===== config.mk =====
export PLATFORM = sky130hd
export DESIGN_NAME = pci_cfg_status
export DESIGN_NICKNAME = d
export VERILOG_FILES = /design/src/rtl/pci_cfg_status_pkg.sv /design/src/rtl/pci_cfg_status_ctl.sv /design/src/rtl/pci_cfg_status_dp.sv /design/src/rtl/pci_cfg_status.sv
export SDC_FILE = /design/constraint.sdc
export NUM_CORES = 1
export LEC_CHECK = 0
export BUFFER_PORTS_ARGS = -buffer_cell sky130_fd_sc_hd__buf_2
export CAP_MARGIN = 25
export CORE_AREA = 2 2 39 41
export DETAILED_ROUTE_END_ITERATION = 7
export DIE_AREA = 0 0 41 43
export HOLD_SLACK_MARGIN = 0.12
export PLACE_DENSITY = 0.84
export SLEW_MARGIN = 10
export SYNTH_ARGS = -nofsm -noshare
export SYNTH_HDL_FRONTEND = slang
export SYNTH_SLANG_ARGS = --single-unit

===== constraint.sdc =====
create_clock -name clk -period 2.55 [get_ports clk]
set_input_delay 0.3825 -clock clk [delete_from_list [all_inputs] [get_ports clk]]
set_output_delay 0.3825 -clock clk [all_outputs]
set_load 0.02 [all_outputs]

===== src/rtl/pci_cfg_status_pkg.sv =====
package pci_cfg_status_pkg;
  localparam int STICKY_N = 6;
  localparam int WORD_W = 16;
  localparam logic [WORD_W-1:0] FIXED_VALUE = 16'h0210;

  // strobes from control to datapath; index 0 is bit 8, indices 1..5 are bits 11..15
  typedef struct packed {
    logic [STICKY_N-1:0] setMask;
    logic [STICKY_N-1:0] clrMask;
    logic                rdSel;
  } statStrobe_t;

  function automatic int stickyPos(input int idx);
    return (idx == 0) ? 8 : (10 + idx);
  endfunction
endpackage


===== src/rtl/pci_cfg_status_ctl.sv =====
module pci_cfg_status_ctl
  import pci_cfg_status_pkg::*;
#(
  parameter int ADDR_W = 8,
  parameter logic [ADDR_W-1:0] REG_OFFSET = 8'h06,
  localparam int LANES = WORD_W / 8
) (
  input  logic              clk,
  input  logic              rstN,
  input  logic              addrParityErr,
  input  logic              dataParityErr,
  input  logic              perrSeen,
  input  logic              wasMaster,
  input  logic              serrSignaled,
  input  logic              masterAbortRx,
  input  logic              targetAbortRx,
  input  logic              targetAbortTx,
  input  logic              serrEnable,
  input  logic              parityRespEnable,
  input  logic [ADDR_W-1:0] cfgAddr,
  input  logic              cfgWrEn,
  input  logic [LANES-1:0]  cfgByteEn,
  input  logic [WORD_W-1:0] cfgWrData,
  output statStrobe_t       strobe
);
  logic addrHit;
  logic wrHit;
  logic [STICKY_N-1:0] setVec;
  logic [STICKY_N-1:0] clrVec;

  assign addrHit = (cfgAddr == REG_OFFSET);
  assign wrHit   = cfgWrEn && addrHit;

  always_comb begin
    setVec    = '0;
    setVec[0] = perrSeen && wasMaster && parityRespEnable;
    setVec[1] = targetAbortTx;
    setVec[2] = targetAbortRx;
    setVec[3] = masterAbortRx;
    setVec[4] = serrSignaled && serrEnable;
    setVec[5] = addrParityErr || dataParityErr;
  end

  for (genvar i = 0; i < STICKY_N; i++) begin : g_clr
    localparam int POS = stickyPos(i);
    assign clrVec[i] = wrHit && cfgByteEn[POS/8] && cfgWrData[POS];
  end

  assign strobe.setMask = setVec;
  assign strobe.clrMask = clrVec;
  assign strobe.rdSel   = addrHit;

  assert_serr_gate_R3: assert property (@(posedge clk) disable iff (!rstN)
    (!serrEnable) |-> !strobe.setMask[4]);
  assert_dpe_gate_R6: assert property (@(posedge clk) disable iff (!rstN)
    (!wasMaster || !parityRespEnable) |-> !strobe.setMask[0]);
  assert_lane_mask_R9: assert property (@(posedge clk) disable iff (!rstN)
    (!cfgByteEn[1] || !cfgWrEn || !addrHit) |-> (strobe.clrMask == '0));
endmodule


===== src/rtl/pci_cfg_status_dp.sv =====
module pci_cfg_status_dp
  import pci_cfg_status_pkg::*;
(
  input  logic              clk,
  input  logic              rstN,
  input  statStrobe_t       strobe,
  output logic [WORD_W-1:0] rdData
);
  logic [STICKY_N-1:0] stickyQ;
  logic [WORD_W-1:0]   wordVal;

  for (genvar i = 0; i < STICKY_N; i++) begin : g_cell
    always_ff @(posedge clk) begin
      if (!rstN)                   stickyQ[i] <= 1'b0;
      else if (strobe.setMask[i])  stickyQ[i] <= 1'b1;
      else if (strobe.clrMask[i])  stickyQ[i] <= 1'b0;
    end

    assert_set_wins_R11: assert property (@(posedge clk) disable iff (!rstN)
      strobe.setMask[i] |=> stickyQ[i]);
    assert_hold_R7: assert property (@(posedge clk) disable iff (!rstN)
      (!strobe.setMask[i] && !strobe.clrMask[i]) |=> $stable(stickyQ[i]));
    assert_clear_R8: assert property (@(posedge clk) disable iff (!rstN)
      (strobe.clrMask[i] && !strobe.setMask[i]) |=> !stickyQ[i]);
  end

  always_comb begin
    wordVal = FIXED_VALUE;
    for (int i = 0; i < STICKY_N; i++) wordVal[stickyPos(i)] = stickyQ[i];
  end

  assign rdData = strobe.rdSel ? wordVal : '0;
endmodule


===== src/rtl/pci_cfg_status.sv =====
module pci_cfg_status
  import pci_cfg_status_pkg::*;
(
  input  logic        clk,
  input  logic        rstN,
  input  logic        addrParityErr,
  input  logic        dataParityErr,
  input  logic        perrSeen,
  input  logic        wasMaster,
  input  logic        serrSignaled,
  input  logic        masterAbortRx,
  input  logic        targetAbortRx,
  input  logic        targetAbortTx,
  input  logic        serrEnable,
  input  logic        parityRespEnable,
  input  logic [7:0]  cfgAddr,
  input  logic        cfgWrEn,
  input  logic [1:0]  cfgByteEn,
  input  logic [15:0] cfgWrData,
  output logic [15:0] cfgRdData
);
  statStrobe_t strobe;

  pci_cfg_status_ctl #(.ADDR_W(8), .REG_OFFSET(8'h06)) u_ctl (
    .clk(clk), .rstN(rstN),
    .addrParityErr(addrParityErr), .dataParityErr(dataParityErr),
    .perrSeen(perrSeen), .wasMaster(wasMaster), .serrSignaled(serrSignaled),
    .masterAbortRx(masterAbortRx), .targetAbortRx(targetAbortRx),
    .targetAbortTx(targetAbortTx), .serrEnable(serrEnable),
    .parityRespEnable(parityRespEnable), .cfgAddr(cfgAddr), .cfgWrEn(cfgWrEn),
    .cfgByteEn(cfgByteEn), .cfgWrData(cfgWrData), .strobe(strobe)
  );

  pci_cfg_status_dp u_dp (
    .clk(clk), .rstN(rstN), .strobe(strobe), .rdData(cfgRdData)
  );

  assert_parity_flag_R2: assert property (@(posedge clk) disable iff (!rstN)
    (addrParityErr || dataParityErr) |=> (cfgAddr != 8'h06 || cfgRdData[15]));
  assert_fixed_bits_R10: assert property (@(posedge clk) disable iff (!rstN)
    (cfgAddr == 8'h06) |-> ((cfgRdData & 16'h06FF) == 16'h0210));
endmodule


==> metrics.yaml <==
die:
  design.die.area_um2: 1763
  initial_utilization: 0.2830
  row_count: 14
  die_w_um: 41
  ioPinCount: 55
  die_y_um: 43
  core-area_um2: 1384
timing:
  setup_viol: 0
  clock_skew_ns: 0
  clock.fmax_ghz: 0.4948
  hold_viol_final: 0
  slew_viol_final: 0
  finalCritPeriodShare: 0.7926
  fin_crit_ns: 2.021
  rsz0062_at_grt: "false"
  tns_ns: 0
global_route:
  grt_pass1_vias: 435
  grt_util_all_layers: 0.1427
  grt.overflow.total: 0
  antenna_found_initial: 0
  grt_max_degree: 9
  grt_pass1_wl_um: 1628
cells_and_area:
  n_antenna_cell: 0
  regMostFlops: "u_dp.stickyQ"
  instances_no_fill: 99
  final_nets: 124
  largest_reg_flops: 6
  area_delta_synth_final_pct: 43.13
  largestRegisters: "u_dp.stickyQ: 6 flops"
  design_area_um2: 560.5
  drive_gt1_frac: 0.4940
setup_path:
  path_common_cell: "buf_2"
  worstPathArrival_ns: 1.64
  crit_path_start_kind: "primary input"
  path_max_fanout: 8
  crit_required_ns: 2.17
  endpoint_kind: "primary output"
  path_class: "primary input to primary output"
  cp_cell_sequence: "buf_2, or4_4, nor2_2, and2_1, buf_2"
  crit_path_max_incr_delay_ns: 0.55
  slowest_stage: "or4_4"
routing:
  vias: 444
  dr.pass1.iters: 4
  post_drt_wl_per_cell_um: 9.970
  ant_nets: 0
  drt_iter0_markers: 3
  vias_per_cell: 4.485
  drc: 0
  wl_um: 987
clock_network:
  cts.clk_slew.worst_paths_ns: 0.04
  cts_hold_buf: 0
  cts_buffers: 3
  cts_setup_buffers: 0
  clock-sinks: 6
  cts_resized: 0
  cts_tree: "built"
  cts.path.max_buffers: 2
  clock_latency_ns: 0.24
  cts-root-buf: "clkbuf_4"
  htreeDepth: 1
pwr:
  p_per_area_nw_per_um2: 420.3
  max-vdd-ir-drop_uv: 225.1
  fin_total_pwr_w: 0.0002356
  p_leak_nw: 0.3301
place:
  port_buffers: 35
  place_area_um2: 538.0
  hpwlAfterDp_um: 817.5
  place_congestion: 0.6321
  place_inst: 96
synthesis:
  synthCells: 48
  ys_ff_latch: 6
  synth_area_um2: 391.6
  ys_warn_count: 0
  synth_area_per_cell_um2: 8.159
  synth_cell_type_count: 17
  seq_area_frac_synth: 0.3067
hold_path:
  hp-class: "primary input to register"
run_status:
  outcome: "completed"
run:
  drv_cap: 0
## logic make-up (layout without fill, tap and decap cells)
kind of cell	Yosys count	count (layout)	synth area share
buf+inv	13	41	0.2204
other cells	1	8	0.009575
flops	6	6	0.3067
compound gates	12	12	0.1853
simple gates	16	16	0.2780
## synthesized netlist by cell type, drive strengths merged
| cell | n | area, um^2 |
|---|---|---|
| nor2 | 2 | 10.01 |
| or4 | 1 | 11.26 |
| inv | 3 | 11.26 |
| a21o | 1 | 7.510 |
| nand3 | 1 | 5.000 |
| and3 | 1 | 6.260 |
| and2 | 6 | 37.54 |
| o31ai | 1 | 7.510 |
| nand2 | 3 | 11.26 |
| a31oi | 6 | 37.54 |
| conb | 1 | 3.750 |
| dfxtp | 6 | 120.1 |
| buf | 10 | 75.07 |
| nand4bb | 1 | 11.26 |
| nor3 | 1 | 16.27 |
| o21ai | 4 | 20.02 |
## path summary, 6_finish.rpt
kind	depth (start not counted)	slack, ns	to	start
hold reg to reg	2	0.53	u_dp.stickyQ[3]	u_dp.stickyQ[3]
setup / recovery	5	0.53	cfgRdData[8]	cfgAddr[5]
hold / removal	2	0.32	u_dp.stickyQ[0]	cfgWrData[8]
setup reg to reg	2	1.81	u_dp.stickyQ[5]	u_dp.stickyQ[5]
## per-layer routing
layer	vias up	track usage	wire length [um]
li1	222	-	-
met2	23	0.2406	505
met3	2	0.07853	82
met5	-	0	0
met4	0	0.08000	8
met1	197	0.1226	391
## layout by cell type (no fill, tap or decap)
cell type and count:
dfxtp_1 6, nand3_1 1, nand4bb_1 1, nor2_1 1, and2_1 6, nor3_4 1
nand2_1 3, o31ai_1 1, conb_1 8, buf_2 35, clkbuf_4 3, nor2_2 1
or4_4 1, inv_1 3, a21o_1 1, and3_1 1, a31oi_1 6, o21ai_0 4
## through the flow
| step | utilization | hold slack [ns] | setup WS [ns] |
|---|---|---|---|
| finish | 0.4051 | 0.3241 | 0.5289 |
| global placement | 0.3888 | 0.5174 | 0.5255 |
| floorplan | - | 0.4804 | 0.7774 |
| global route | 0.4051 | 0.3140 | 0.4269 |
| CTS | 0.4051 | 0.3100 | 0.5029 |
| detailed placement | 0.3888 | 0.5205 | 0.5009 |
## cell type report
| cell class | instances | area, um^2 |
|---|---|---|
| Fill cell | 146 | 823.3 |
| Multi-Input combinational cell | 36 | 211.5 |
| Timing Repair Buffer | 35 | 175.2 |
| Sequential cell | 6 | 120.1 |
| Clock buffer | 3 | 22.52 |
| Tap cell | 16 | 20.02 |
| Inverter | 3 | 11.26 |
## power by group
group / internal, W / switching [W]
clock network: 0.0000531 / 0.0000327
logic: 0.0000216 / 0.0000252
registers: 0.000101 / 0.00000244
## critical path, delay by kind of cell
kind,cells,cell delay (ns)
and+or+nand+nor,3,1.00
buffers and inverters,2,0.25
No activity file was read; power rests on OpenSTA's default activity.
